--- src/rtl/shift_pkg.sv ---
package shift_pkg;

  localparam int OP_W = 4;

  typedef enum logic [OP_W-1:0] {
    OP_W_SLL_I   = 4'd0,
    OP_W_SRL_I   = 4'd1,
    OP_W_SRA_I   = 4'd2,
    OP_W_SLL_R   = 4'd3,
    OP_W_SRL_R   = 4'd4,
    OP_W_SRA_R   = 4'd5,
    OP_D_SLL_I   = 4'd6,
    OP_D_SRL_I   = 4'd7,
    OP_D_SRA_I   = 4'd8,
    OP_D_SLL_P32 = 4'd9,
    OP_D_SRL_P32 = 4'd10,
    OP_D_SRA_P32 = 4'd11,
    OP_D_SLL_R   = 4'd12,
    OP_D_SRL_R   = 4'd13,
    OP_D_SRA_R   = 4'd14,
    OP_UNUSED    = 4'd15
  } shiftOpE;

  // Strobes from control to datapath
  typedef struct packed {
    logic legal;    // code selects a real form
    logic isWord;   // 32-bit form with sign extension
    logic toRight;  // right shift
    logic arith;    // replicate sign on right shift
    logic useReg;   // amount from register
    logic plus32;   // add word width to immediate
  } shiftCtrlT;

endpackage

--- src/rtl/shift_barrel.sv ---
// Logarithmic right shifter with a selectable fill bit.
module shift_barrel #(
  parameter int DATA_W = 64,
  localparam int AMT_W = $clog2(DATA_W)
) (
  input  logic [DATA_W-1:0] din,
  input  logic [AMT_W-1:0]  amt,
  input  logic              fill,
  output logic [DATA_W-1:0] dout
);

  logic [DATA_W-1:0] stage [AMT_W+1];

  assign stage[0] = din;

  for (genvar s = 0; s < AMT_W; s++) begin : g_stage
    localparam int STEP = 1 << s;
    assign stage[s+1] = amt[s] ? {{STEP{fill}}, stage[s][DATA_W-1:STEP]}
                               : stage[s];
  end

  assign dout = stage[AMT_W];

endmodule

--- src/rtl/shift_ctrl.sv ---
// Decodes the operation code into datapath strobes.
module shift_ctrl
  import shift_pkg::*;
(
  input  logic [OP_W-1:0] opCode,
  output shiftCtrlT       ctrl
);

  always_comb begin
    ctrl = '0;
    ctrl.legal = 1'b1;
    case (shiftOpE'(opCode))
      OP_W_SLL_I:   begin ctrl.isWord = 1'b1; end
      OP_W_SRL_I:   begin ctrl.isWord = 1'b1; ctrl.toRight = 1'b1; end
      OP_W_SRA_I:   begin ctrl.isWord = 1'b1; ctrl.toRight = 1'b1; ctrl.arith = 1'b1; end
      OP_W_SLL_R:   begin ctrl.isWord = 1'b1; ctrl.useReg = 1'b1; end
      OP_W_SRL_R:   begin ctrl.isWord = 1'b1; ctrl.useReg = 1'b1; ctrl.toRight = 1'b1; end
      OP_W_SRA_R:   begin ctrl.isWord = 1'b1; ctrl.useReg = 1'b1; ctrl.toRight = 1'b1;
                          ctrl.arith = 1'b1; end
      OP_D_SLL_I:   begin end
      OP_D_SRL_I:   begin ctrl.toRight = 1'b1; end
      OP_D_SRA_I:   begin ctrl.toRight = 1'b1; ctrl.arith = 1'b1; end
      OP_D_SLL_P32: begin ctrl.plus32 = 1'b1; end
      OP_D_SRL_P32: begin ctrl.plus32 = 1'b1; ctrl.toRight = 1'b1; end
      OP_D_SRA_P32: begin ctrl.plus32 = 1'b1; ctrl.toRight = 1'b1; ctrl.arith = 1'b1; end
      OP_D_SLL_R:   begin ctrl.useReg = 1'b1; end
      OP_D_SRL_R:   begin ctrl.useReg = 1'b1; ctrl.toRight = 1'b1; end
      OP_D_SRA_R:   begin ctrl.useReg = 1'b1; ctrl.toRight = 1'b1; ctrl.arith = 1'b1; end
      default:      begin ctrl = '0; end
    endcase
  end

endmodule

--- src/rtl/shift_datapath.sv ---
// Amount selection, operand preparation, shifting and the output register.
module shift_datapath
  import shift_pkg::*;
#(
  parameter int DATA_W = 64,
  parameter int WORD_W = 32,
  parameter int IMM_W  = 5,
  localparam int AMT_W  = $clog2(DATA_W),
  localparam int WAMT_W = $clog2(WORD_W),
  localparam int HI_W   = DATA_W - WORD_W
) (
  input  logic              clk,
  input  logic              rstN,
  input  logic              inValid,
  input  shiftCtrlT         ctrl,
  input  logic [DATA_W-1:0] operand,
  input  logic [IMM_W-1:0]  immAmt,
  input  logic [DATA_W-1:0] amtReg,
  output logic              outValid,
  output logic [DATA_W-1:0] result
);

  logic [AMT_W-1:0]  amt;
  logic              fillBit;
  logic [DATA_W-1:0] preOp;
  logic [DATA_W-1:0] revIn;
  logic [DATA_W-1:0] barrelIn;
  logic [DATA_W-1:0] barrelOut;
  logic [DATA_W-1:0] revOut;
  logic [DATA_W-1:0] shifted;
  logic [DATA_W-1:0] nextRes;
  logic [DATA_W-1:0] resultQ;
  logic              validQ;
  logic              wordQ;

  // Amount: register field masked by form width, or immediate (+word width)
  always_comb begin
    if (ctrl.useReg) begin
      if (ctrl.isWord) amt = AMT_W'(amtReg[WAMT_W-1:0]);
      else             amt = amtReg[AMT_W-1:0];
    end else begin
      amt = AMT_W'(immAmt) + (ctrl.plus32 ? AMT_W'(WORD_W) : '0);
    end
  end

  // Word forms: the upper half becomes the fill so right shifts stay in-word
  assign fillBit = ctrl.toRight & ctrl.arith &
                   (ctrl.isWord ? operand[WORD_W-1] : operand[DATA_W-1]);
  assign preOp   = ctrl.isWord ? {{HI_W{fillBit}}, operand[WORD_W-1:0]} : operand;

  // Left shifts reuse the right shifter between two bit reversals
  for (genvar b = 0; b < DATA_W; b++) begin : g_rev
    assign revIn[b]  = preOp[DATA_W-1-b];
    assign revOut[b] = barrelOut[DATA_W-1-b];
  end

  assign barrelIn = ctrl.toRight ? preOp : revIn;

  shift_barrel #(.DATA_W(DATA_W)) u_barrel (
    .din  (barrelIn),
    .amt  (amt),
    .fill (fillBit),
    .dout (barrelOut)
  );

  assign shifted = ctrl.toRight ? barrelOut : revOut;

  always_comb begin
    if (!ctrl.legal)      nextRes = '0;
    else if (ctrl.isWord) nextRes = {{HI_W{shifted[WORD_W-1]}}, shifted[WORD_W-1:0]};
    else                  nextRes = shifted;
  end

  always_ff @(posedge clk or negedge rstN) begin
    if (!rstN) begin
      validQ  <= 1'b0;
      resultQ <= '0;
      wordQ   <= 1'b0;
    end else begin
      validQ <= inValid;
      if (inValid) begin
        resultQ <= nextRes;
        wordQ   <= ctrl.legal & ctrl.isWord;
      end
    end
  end

  assign outValid = validQ;
  assign result   = resultQ;

  AST_VALID_LATENCY: assert property (@(posedge clk) disable iff (!rstN)
    inValid |=> outValid);
  AST_NO_SPURIOUS_VALID: assert property (@(posedge clk) disable iff (!rstN)
    !inValid |=> !outValid);
  AST_WORD_SIGN_EXT: assert property (@(posedge clk) disable iff (!rstN)
    (outValid && wordQ) |-> (result[DATA_W-1:WORD_W] == {HI_W{result[WORD_W-1]}}));
  AST_UNUSED_ZERO: assert property (@(posedge clk) disable iff (!rstN)
    (inValid && !ctrl.legal) |=> (result == '0));
  AST_DWORD_SRA_SIGN: assert property (@(posedge clk) disable iff (!rstN)
    (inValid && ctrl.legal && !ctrl.isWord && ctrl.toRight && ctrl.arith)
      |=> (result[DATA_W-1] == $past(operand[DATA_W-1])));
  AST_HOLD_IDLE: assert property (@(posedge clk) disable iff (!rstN)
    !inValid |=> $stable(result));

endmodule

--- src/rtl/dword_shifter.sv ---
module dword_shifter
  import shift_pkg::*;
#(
  parameter int DATA_W = 64,
  parameter int WORD_W = 32,
  parameter int IMM_W  = 5
) (
  input  logic              clk,
  input  logic              rstN,
  input  logic              inValid,
  input  logic [OP_W-1:0]   opCode,
  input  logic [DATA_W-1:0] operand,
  input  logic [IMM_W-1:0]  immAmt,
  input  logic [DATA_W-1:0] amtReg,
  output logic              outValid,
  output logic [DATA_W-1:0] result
);

  shiftCtrlT ctrl;

  shift_ctrl u_ctrl (
    .opCode (opCode),
    .ctrl   (ctrl)
  );

  shift_datapath #(
    .DATA_W (DATA_W),
    .WORD_W (WORD_W),
    .IMM_W  (IMM_W)
  ) u_dp (
    .clk      (clk),
    .rstN     (rstN),
    .inValid  (inValid),
    .ctrl     (ctrl),
    .operand  (operand),
    .immAmt   (immAmt),
    .amtReg   (amtReg),
    .outValid (outValid),
    .result   (result)
  );

endmodule

--- config.mk ---
export PLATFORM = sky130hd
export DESIGN_NAME = dword_shifter
export DESIGN_NICKNAME = d
export VERILOG_FILES = /design/src/rtl/shift_pkg.sv /design/src/rtl/shift_barrel.sv /design/src/rtl/shift_ctrl.sv /design/src/rtl/shift_datapath.sv /design/src/rtl/dword_shifter.sv
export SDC_FILE = /design/constraint.sdc
export NUM_CORES = 1
export LEC_CHECK = 0
export BUFFER_PORTS_ARGS = -buffer_cell sky130_fd_sc_hd__buf_2
export CORE_MARGIN = 8
export CORE_UTILIZATION = 57
export CTS_CLUSTER_DIAMETER = 80
export DETAILED_ROUTE_END_ITERATION = 10
export PLACE_DENSITY = 0.88
export SLEW_MARGIN = 20
export SYNTH_ARGS = -nofsm -noshare
export SYNTH_HDL_FRONTEND = slang
export SYNTH_HIERARCHICAL = 1
export SYNTH_SLANG_ARGS = --single-unit
--- constraint.sdc ---
create_clock -name clk -period 0.8 [get_ports clk]
set_input_delay 0.04 -clock clk [delete_from_list [all_inputs] [get_ports clk]]
set_output_delay 0.04 -clock clk [all_outputs]
set_load 0.02 [all_outputs]
==> results of run 1 <==
per-layer routing:
metal	track usage, %	overflow
met1	70.3	0
met2	87.5	42
met3	61.2	0
met4	71.0	37
met5	25.7	0
what timing repair did:
action,4_1_cts
buffers inserted,87
pin swaps,44
hold buffers,1
endpoints found under the setup margin,129
resized for setup,276
endpoints found under the hold margin,65
gates cloned,6
cell usage after synthesis, drive strengths merged, types with 5 or more instances:
| master | number | share of area, % |
|---|---|---|
| a21oi | 35 | 1.9 |
| o22ai | 41 | 2.8 |
| mux2 | 43 | 5.4 |
| mux2i | 114 | 13 |
| and3 | 8 | 0.56 |
| o221ai | 38 | 3.8 |
| o211ai | 38 | 3.2 |
| nor2b | 7 | 0.49 |
| buf | 63 | 4.6 |
| dfrtp | 65 | 18 |
| a21o | 6 | 0.50 |
| clkbuf | 45 | 1.9 |
| nand2b | 7 | 0.57 |
| inv | 77 | 3.2 |
| nor3 | 8 | 0.44 |
| o22a | 10 | 0.97 |
| a22oi | 11 | 0.92 |
| a211o | 5 | 0.49 |
| o21ai | 58 | 3.2 |
| nand3 | 13 | 0.72 |
| mux4 | 73 | 18 |
| a31oi | 9 | 0.62 |
| nor2 | 43 | 1.8 |
| and2 | 6 | 0.42 |
| a221oi | 7 | 0.68 |
| nand2 | 160 | 6.7 |
stage by stage:
stage / instance area (um^2) / util (%) / setup WS (ns)
floorplan: 9270 / - / -2.52
global placement: 11800 / 75.6 / -2.85
CTS: 13800 / 88.3 / -2.59
detailed placement: 11800 / 75.6 / -2.94
kinds of logic after synthesis:
family	Yosys count	share of synthesized area, %
muxes	230	36.3
buffers and inverters	185	9.70
AOI/OAI and AO/OA	298	23.1
xor gates and xnor gates	3	0.375
DFF	65	18.0
and+or+nand+nor	261	12.4
==> results.cfg, run 1 <==
[sta]
grt-worst-endpoint = u_dp/result[62]$_DFFE_PN0P_/D
worstEndpointType = sequential cell input

[synth]
syn_nets = 1182
synth-seq-cells = 65
synth_edf_count = 0
synth.avg_cell_area_um2 = 8.65
async_flop_share_pct = 100
synth_warnings = 6
synth_flop_cell = dfrtp_1
synthesis.area_um2 = 9020
ys_seq_area_share_pct = 18.0
netlist_instances = 1042
yosysUniqueCellTypes = 63

[floorplanning]
dieHeight_um = 142
initial_core_util_pct = 57.6
boundaryPins = 205
rows = 46
chipWidth_um = 142

[global_route]
grt_usage_pct = 72.1
grt_max_degree = 66
overflow = 79

[placed_design]
dp_cells = 1575
gp_congestion = 1.09
port_buffers = 146
hpwlAfterDp_mm = 31.4

[clock_tree]
cts.sinks = 65
clk_path_buf_depth = 2
cts-root-buf = clkbuf_16
htree_levels = 3
cts-buffers-inserted = 9

[outcome]
first-error = [ERROR GRT-0232] Routing congestion too high. Check the congestion heatmap in the GUI.
failing_step = global routing
status = did not finish
==> inputs of run 2 (changes only) <==
--- a/config.mk
+++ b/config.mk
@@ -7,10 +7,9 @@
 export LEC_CHECK = 0
 export BUFFER_PORTS_ARGS = -buffer_cell sky130_fd_sc_hd__buf_2
 export CORE_MARGIN = 8
-export CORE_UTILIZATION = 57
-export CTS_CLUSTER_DIAMETER = 80
+export CORE_UTILIZATION = 40
 export DETAILED_ROUTE_END_ITERATION = 10
-export PLACE_DENSITY = 0.88
+export PLACE_DENSITY_LB_ADDON = 0.15
 export SLEW_MARGIN = 20
 export SYNTH_ARGS = -nofsm -noshare
 export SYNTH_HDL_FRONTEND = slang
==> results.cfg, run 2 <==
[floorplanning]
dieHeight_um = 166
initial_core_util_pct = 40.3
boundaryPins = 205
die-area_um2 = 27600
core_area_um2 = 22400
chipWidth_um = 166
rows = 55

[clock_tree]
htree_levels = 3
path_clk_slew_ns = 0.05
cts-root-buf = clkbuf_16
clock_latency_ns = 0.32
cts-buffers-inserted = 9
clk_path_buf_depth = 2
tritoncts = built
cts.sinks = 65

[worst_setup_path]
critPathLaunchType = input pin
max_stage_delay_ns = 0.51
cp_cell_sequence = buf_12 > xor2_4 > nor2_4 > a211oi_4 > buf_4 > nand4_1 > buf_6 > buf_16 > o211ai_1 > buf_4 > mux4_2 > mux2_4 > mux4_2 > inv_2 > o21ai_2 > mux2_4 > nand4_4 > clkbuf_16 > o221ai_2
end_kind = register
worstSetupStartpoint = opCode[3]
critPathTopFamily = multiplexers
r2r-start = u_dp/result[63]
crit_type = in -> reg
critPathRequiredTime_ns = 0.99
worstPathArrival_ns = 3.58
critPathCapture = u_dp/result[61]
crit_path_max_fanout = 8
reg2reg_depth = 3
slowest_stage = mux4_2
cp.depth = 19
r2r-end = u_dp/result[63]
crit_buf_inv = 7
r2r_slack_ns = -0.02

[cells_and_area]
largest_reg_flops = 64
most-common-layout-cells = buf_4, nand2_1, buf_6, mux2i_1, buf_2
seqCellArea_um2 = 1630
multiInputGateArea_um2 = 7370
drive_gt1_share_pct = 52.3
syn_to_final_growth_pct = 58.8
diodes = 0
layout.nets = 1593
n_fill_cell = 1865
layout_commonest_cell = buf_4

[global_route]
grt_pass1_vias = 10600
antenna_found_initial = 0
grt_pass1_wl_mm = 63.0
overflow = 0
grt_usage_pct = 28.6
grt_max_degree = 66

[synth]
yosys.cell_count.top_type = nand2_1
synth_area_leader_cell = mux4_2
synth_top_area_share_pct = 18.2
netlist_instances = 1042
synth-seq-cells = 65
yosysUniqueCellTypes = 63
synth.avg_cell_area_um2 = 8.65
syn_nets = 1182
synth_warnings = 6
synth_common_cells = nand2_1, mux2i_1, mux4_2
async_flop_share_pct = 100
ys_seq_area_share_pct = 18.0
synthesis.area_um2 = 9020
yosys-top-cells-area = mux4_2, dfrtp_1, mux2i_1
synth_flop_cell = dfrtp_1
synth_edf_count = 0

[placed_design]
hpwlAfterDp_mm = 31.7
port_buffers = 146
gp_congestion = 1.05
pre_cts_ws_ns = -2.99

[power]
ir_drop_mv = 1.11
power_density_nw_per_um2 = 2180
leakagePower_nw = 6.70

[sta]
fin_ws_ns = -2.59
period_minus_slack_ns = 3.39
rsz0062_at_grt = yes
skew_ns = 0
timing.fmax_mhz = 295
setup_viol = 129
final.period_utilization_pct = 424
hold_viol = 0
slew_viol_final = 0
tns_ns = -159.98
maxSlewHeadroom_pct = 49.5
tightest_slew_ns = 0.758

[outcome]
violations = negative setup slack
status = finished with violations

[job]
max_cap_violations = 0

[route]
final_antenna_net_count = 0
routed_wirelength_mm = 41.8
drc = 0
wl_per_cell_um = 24.0
via_count = 10600
post_drt_via_cell_ratio = 6.09
drt_iter0_markers = 1028
drtPass1Iterations = 6

[worst_hold_path]
min_path_type = in -> reg
-- run 2: cell counts after synthesis --
No cell type changed its count.
-- run 2: area by class of cell --
class	instances	share of cell area, %
inverter	77	2.24
sequential	65	11.4
tap	285	2.49
timing repair inverter	4	0.385
multi-input combinational	794	51.5
clock inverter	4	0.358
timing repair buffer	502	29.9
clock buffer	12	1.79
-- run 2: metal layers --
| layer | share of wire (%) | global-route usage (%) | vias to the layer above |
|---|---|---|---|
| met4 | 5.1 | 14.4 | 0 |
| li1 | - | - | 4796 |
| met3 | 5.8 | 3.45 | 102 |
| met1 | 40 | 35.4 | 5222 |
| met5 | 0 | 0 | - |
| met2 | 49 | 48.6 | 487 |
-- run 2: worst min-delay path by stage --
stage | end | cells after the start | start | slack [ns]
after CTS | u_dp/result[31] | 3 | inValid | 0.08
after global placement | u_dp/outValid | 2 | rstN | 0.08
after floorplan | u_dp/outValid | 0 | rstN | -0.26
final | u_dp/result[31] | 3 | inValid | 0.08
after detailed placement | u_dp/outValid | 2 | rstN | 0.07
after global routing | u_dp/result[31] | 3 | inValid | 0.09
-- run 2: worst min-delay path, cell delays in order --
cell and delay [ns]:
buf_2 0.18, nand3_4 0.10, o21ai_2 0.04
-- run 2: through the flow --
stage / utilization [%] / total power, mW / hold WS (ns) / instance area [um^2] / instances
floorplan: - / 14.8 / -0.256 / 9270 / 1042
global placement: 53.5 / 22.2 / 0.0818 / 12000 / 1654
detailed placement: 53.5 / 22.3 / 0.0738 / 12000 / 1654
CTS: 61.1 / 29.5 / 0.0751 / 13700 / 1725
global route: 64.0 / 32.6 / 0.0863 / 14300 / 1743
finish: 64.0 / 31.2 / 0.0781 / 14300 / 1743
-- run 2: power breakdown --
part | switching [mW] | internal (mW)
sequential | 0.690 | 4.19
clock | 1.41 | 2.58
combinational | 11.1 | 11.2
-- run 2: what timing repair did --
item	CTS	global route
setup buffers	46	24
pin swaps	23	34
resized for setup	255	103
hold buffers	1	0
hold endpoints to repair	65	0
setup endpoints to repair	129	129
cloned	9	4
-- run 2: kinds of logic after synthesis --
kind of cell / count (synthesis) / synth area share, %
buffers and inverters: 185 / 9.70
xor gates and xnor gates: 3 / 0.375
AOI/OAI and AO/OA: 298 / 23.1
and+or+nand+nor: 261 / 12.4
muxes: 230 / 36.3
DFF: 65 / 18.0
Note: power is estimated with default switching activity, not from simulation.
==> inputs of run 3 (changes only) <==
--- a/config.mk
+++ b/config.mk
@@ -10,6 +10,7 @@
 export CORE_UTILIZATION = 40
 export DETAILED_ROUTE_END_ITERATION = 10
 export PLACE_DENSITY_LB_ADDON = 0.15
+export RECOVER_POWER = 25
 export SLEW_MARGIN = 20
 export SYNTH_ARGS = -nofsm -noshare
 export SYNTH_HDL_FRONTEND = slang
==> results.cfg, run 3 (synthesized netlist as in run 2, its figures left out) <==
[cells_and_area]
layout.nets = 1593
drive_gt1_share_pct = 52.1
most-common-layout-cells = buf_4, nand2_1, buf_6, mux2i_1, buf_2
diodes = 0
layout_commonest_cell = buf_4
syn_to_final_growth_pct = 58.7
largest_reg_flops = 64
final_util_pct = 64.0

[global_route]
antenna_found_initial = 0
grt_pass1_vias = 10600
grt_pass1_wl_mm = 63.0
overflow = 0
grt_max_degree = 66
grt_usage_pct = 28.6

[route]
drtPass1Iterations = 5
drc = 0
drt_iter0_markers = 1030
post_drt_via_cell_ratio = 6.09
wl_per_cell_um = 24.0
final_antenna_net_count = 0
via_count = 10600
routed_wirelength_mm = 41.8

[worst_hold_path]
hold_end = u_dp/result[31]
worstHoldStart = inValid
min_path_type = in -> reg
holdPathStages = 3

[clock_tree]
htree_levels = 3
path_clk_slew_ns = 0.05
tritoncts = built
clock_latency_ns = 0.32
cts-buffers-inserted = 9
cts-root-buf = clkbuf_16
clk_path_buf_depth = 2
cts.sinks = 65

[worst_setup_path]
cp_cell_sequence = buf_12 > xor2_4 > nor2_4 > a211oi_4 > buf_4 > nand4_1 > buf_6 > buf_16 > o211ai_1 > buf_4 > mux4_2 > mux2_4 > mux4_2 > inv_2 > o21ai_2 > mux2_4 > nand4_4 > clkbuf_16 > o221ai_2
r2r_slack_ns = -0.02
max_stage_delay_ns = 0.51
worstPathArrival_ns = 3.58
crit_type = in -> reg
crit_buf_inv = 7
slowest_stage = mux4_2
worstSetupStartpoint = opCode[3]
r2r-start = u_dp/result[63]
r2r-end = u_dp/result[63]
reg2reg_depth = 3
crit_path_max_fanout = 8
critPathTopFamily = multiplexers
critPathLaunchType = input pin
end_kind = register
critPathRequiredTime_ns = 0.99

[power]
power_switching_mw = 13.2
ir_drop_mv = 1.11
power_frac_clock_pct = 12.8
seqPwrFrac_pct = 15.7
switching_share_pct = 42.5
p_int_mw = 17.9
power_density_nw_per_um2 = 2180
leakagePower_nw = 6.70
p_comb_share_pct = 71.5

[sta]
setup_viol = 129
final.period_utilization_pct = 424
maxSlewHeadroom_pct = 49.4
tns_ns = -160.09
hold_viol = 0
tightest_slew_ns = 0.759
fin_ws_ns = -2.59
rsz0062_at_grt = yes
skew_ns = 0
timing.fmax_mhz = 295
holdWs_ns = 0.0776
period_minus_slack_ns = 3.39
slew_viol_final = 0

[floorplanning]
die-area_um2 = 27600
dieHeight_um = 166
chipWidth_um = 166
boundaryPins = 205
core_area_um2 = 22400
rows = 55
initial_core_util_pct = 40.3

[outcome]
violations = negative setup slack
status = finished with violations

[placed_design]
port_buffers = 146
pre_cts_ws_ns = -2.99
hpwlAfterDp_mm = 31.7
gp_congestion = 1.05

[job]
max_cap_violations = 0
-- run 3: changes by cell type in the layout (fill, tap and decap cells not counted), sizes merged --
cell and change:
buf -2, clkbuf +2
-- run 3: what timing repair did --
action | 4_1_cts | 5_1_grt
cloned | 9 | 4
endpoints found under the setup margin | 129 | 129
gates resized for setup | 255 | 103
hold buffers | 1 | 0
pin swaps | 23 | 34
buffers inserted | 46 | 24
hold endpoints to repair | 65 | 0
-- run 3: power groups by stage --
| stage | clock network, mW | logic [mW] | registers [mW] |
|---|---|---|---|
| final | 3.99 | 22.3 | 4.88 |
| after global routing | 4.21 | 23.4 | 4.99 |
| after floorplan | 0 | 8.96 | 5.80 |
| after detailed placement | 0 | 17.7 | 4.69 |
| after CTS | 4.06 | 20.6 | 4.85 |
| after global placement | 0 | 17.5 | 4.67 |
-- run 3: how the worst max path moves through the flow --
stage / to / slack [ns] / cells after the start
5_1_grt: u_dp/result[61] / -2.69 / 19
6_report: u_dp/result[61] / -2.59 / 19
2_1_floorplan: u_dp/result[43] / -2.52 / 19
3_5_place_dp: u_dp/result[39] / -2.99 / 17
4_1_cts: u_dp/result[43] / -2.51 / 20
3_3_place_gp: u_dp/result[37] / -2.93 / 17
-- run 3: tightest hold or removal path: stages --
cell	delay, ns
buf_2	0.18
nand3_4	0.10
o21ai_2	0.04
-- run 3: stage by stage --
step / cells / power [mW] / instance area (um^2)
after floorplan: 1042 / 14.8 / 9270
after global placement: 1654 / 22.2 / 12000
after detailed placement: 1654 / 22.3 / 12000
after CTS: 1725 / 29.5 / 13700
after global routing: 1743 / 32.6 / 14300
final: 1743 / 31.1 / 14300
-- run 3: metal layers --
layer | track usage, % | wire length (um) | vias up
li1 | - | - | 4797
met1 | 35.4 | 16800 | 5216
met2 | 48.6 | 20400 | 500
met3 | 3.45 | 2420 | 106
met4 | 14.4 | 2130 | 0
met5 | 0 | 0 | -
-- run 3: area by class of cell --
class,instances,area (um^2)
fill,1865,8060
tap,285,357
clock buffer,12,256
timing repair inverter,4,55.1
inverter,77,320
clock inverter,4,51.3
multi-input combinational,794,7370
timing repair buffer,502,4270
sequential,65,1630
==> inputs of run 4 (changes only) <==
--- a/config.mk
+++ b/config.mk
@@ -11,6 +11,7 @@
 export DETAILED_ROUTE_END_ITERATION = 10
 export PLACE_DENSITY_LB_ADDON = 0.15
 export RECOVER_POWER = 25
+export SKIP_CTS_REPAIR_TIMING = 1
 export SLEW_MARGIN = 20
 export SYNTH_ARGS = -nofsm -noshare
 export SYNTH_HDL_FRONTEND = slang
==> results.cfg, run 4 (synthesized netlist as in run 2, its figures left out) <==
[outcome]
status = finished with violations
violations = negative setup slack

[cells_and_area]
stdcell_count = 1689
largest_reg_flops = 64
diodes = 0
fin_area_um2 = 12800
most-common-layout-cells = buf_4, nand2_1, buf_2, mux2i_1, mux4_2
layout_commonest_cell = buf_4
drive_gt1_share_pct = 45.4
final_util_pct = 57.1
layout.nets = 1539
syn_to_final_growth_pct = 41.7

[route]
via_count = 10100
drtPass1Iterations = 5
final_antenna_net_count = 0
drc = 0
routed_wirelength_mm = 39.7
drt_iter0_markers = 1040
wl_per_cell_um = 23.5
post_drt_via_cell_ratio = 5.96

[floorplanning]
die-area_um2 = 27600
dieHeight_um = 166
rows = 55
chipWidth_um = 166
initial_core_util_pct = 40.3
boundaryPins = 205
core_area_um2 = 22400

[power]
switching_share_pct = 43.7
p_comb_share_pct = 68.5
power_density_nw_per_um2 = 2160
seqPwrFrac_pct = 17.0
leakagePower_nw = 6.15
power_switching_mw = 12.0
power_frac_clock_pct = 14.5
ir_drop_mv = 1.03
p_int_mw = 15.5

[global_route]
antenna_found_initial = 0
overflow = 0
grt_pass1_wl_mm = 58.8
grt_pass1_vias = 9916
grt_max_degree = 66
grt_usage_pct = 26.7

[clock_tree]
htree_levels = 3
cts-buffers-inserted = 9
cts.sinks = 65
clk_path_buf_depth = 2
cts-root-buf = clkbuf_16
tritoncts = built
path_clk_slew_ns = 0.05
clock_latency_ns = 0.32

[sta]
rsz0062_at_grt = yes
slew_viol_final = 0
skew_ns = 0
period_minus_slack_ns = 3.43
tightest_slew_ns = 1.05
fin_ws_ns = -2.63
hold_viol = 0
final.period_utilization_pct = 429
setup_viol = 129
maxSlewHeadroom_pct = 30.3
timing.fmax_mhz = 292

[worst_setup_path]
critPathRequiredTime_ns = 0.98
max_stage_delay_ns = 0.51
crit_type = in -> reg
critPathLaunchType = input pin
cp_cell_sequence = buf_2 > xor2_2 > nor2_2 > a211oi_4 > buf_6 > nand4_1 > buf_4 > buf_12 > o211ai_1 > buf_4 > mux4_2 > mux2_4 > mux4_2 > inv_2 > o21ai_2 > mux2_4 > nand4_4 > clkbuf_16 > o221ai_1
worstPathArrival_ns = 3.61
end_kind = register
crit_path_max_fanout = 16
slowest_stage = mux4_2

[worst_hold_path]
min_path_type = in -> reg

[placed_design]
dpl_cell_area_um2 = 12000
gp_congestion = 1.05
hpwlAfterDp_mm = 31.7
dp_cells = 1654
port_buffers = 146

[job]
max_cap_violations = 0
## run 4: changes by cell type in the layout (fill, tap and decap cells not counted), sizes merged
cell / delta
clkinv: +1
inv: -1
mux2: -2
clkbuf: +1
buf: -53
## run 4: area by class of cell
cell class              count  area (um^2)
clock buffers              12          256
clock inverters             4         51.3
fillers                  2045         9590
inverters                  77          315
multi-input cells         792         6800
flip-flops and latches     65         1630
well taps                 285          357
repair buffers            450         3320
repair inverters            4         45.0
## run 4: power by group through the flow
| stage | Clock [mW] | Combinational, mW | Sequential (mW) |
|---|---|---|---|
| 2_1_floorplan | 0 | 8.96 | 5.80 |
| 3_3_place_gp | 0 | 17.5 | 4.67 |
| 3_5_place_dp | 0 | 17.7 | 4.69 |
| 4_1_cts | 4.06 | 17.7 | 4.65 |
| 5_1_grt | 4.21 | 19.9 | 4.80 |
| 6_report | 3.98 | 18.9 | 4.68 |
## run 4: final timing paths
kind	slack, ns	depth (start not counted)	startpoint	end
min reg2reg	0.52	2	u_dp/result[16]	u_dp/result[16]
max	-2.63	19	opCode[2]	u_dp/result[63]
min	0.08	3	inValid	u_dp/result[31]
min in group asynchronous	0.32	3	rstN	u_dp/outValid
max in group asynchronous	0.11	3	rstN	u_dp/result[36]
max reg2reg	0.07	2	u_dp/result[54]	u_dp/result[54]
## run 4: routing by layer
metal	track usage (%)	routed length, um	vias to the layer above
met4	14.5	2060	0
met5	0	0	-
met1	34.3	16500	4840
met2	43.6	18800	466
li1	-	-	4666
met3	3.07	2340	94
## run 4: per-stage QoR
stage               setup TNS [ns]  power [mW]  setup slack (ns)  hold slack (ns)
finish                     -164.36        27.5             -2.63           0.0838
global route               -171.58        28.9             -2.70           0.0908
CTS                        -168.98        26.4             -2.65           -0.275
detailed placement         -183.34        22.3             -2.99           0.0738
global placement           -181.06        22.2             -2.93           0.0818
floorplan                  -145.17        14.8             -2.52           -0.256
## run 4: critical path, delay by kind of cell
kind,cells,cell delay (ns)
compound gates,4,0.37
xor+xnor,1,0.19
buf+inv,7,1.04
mux,4,1.55
simple gates,3,0.41
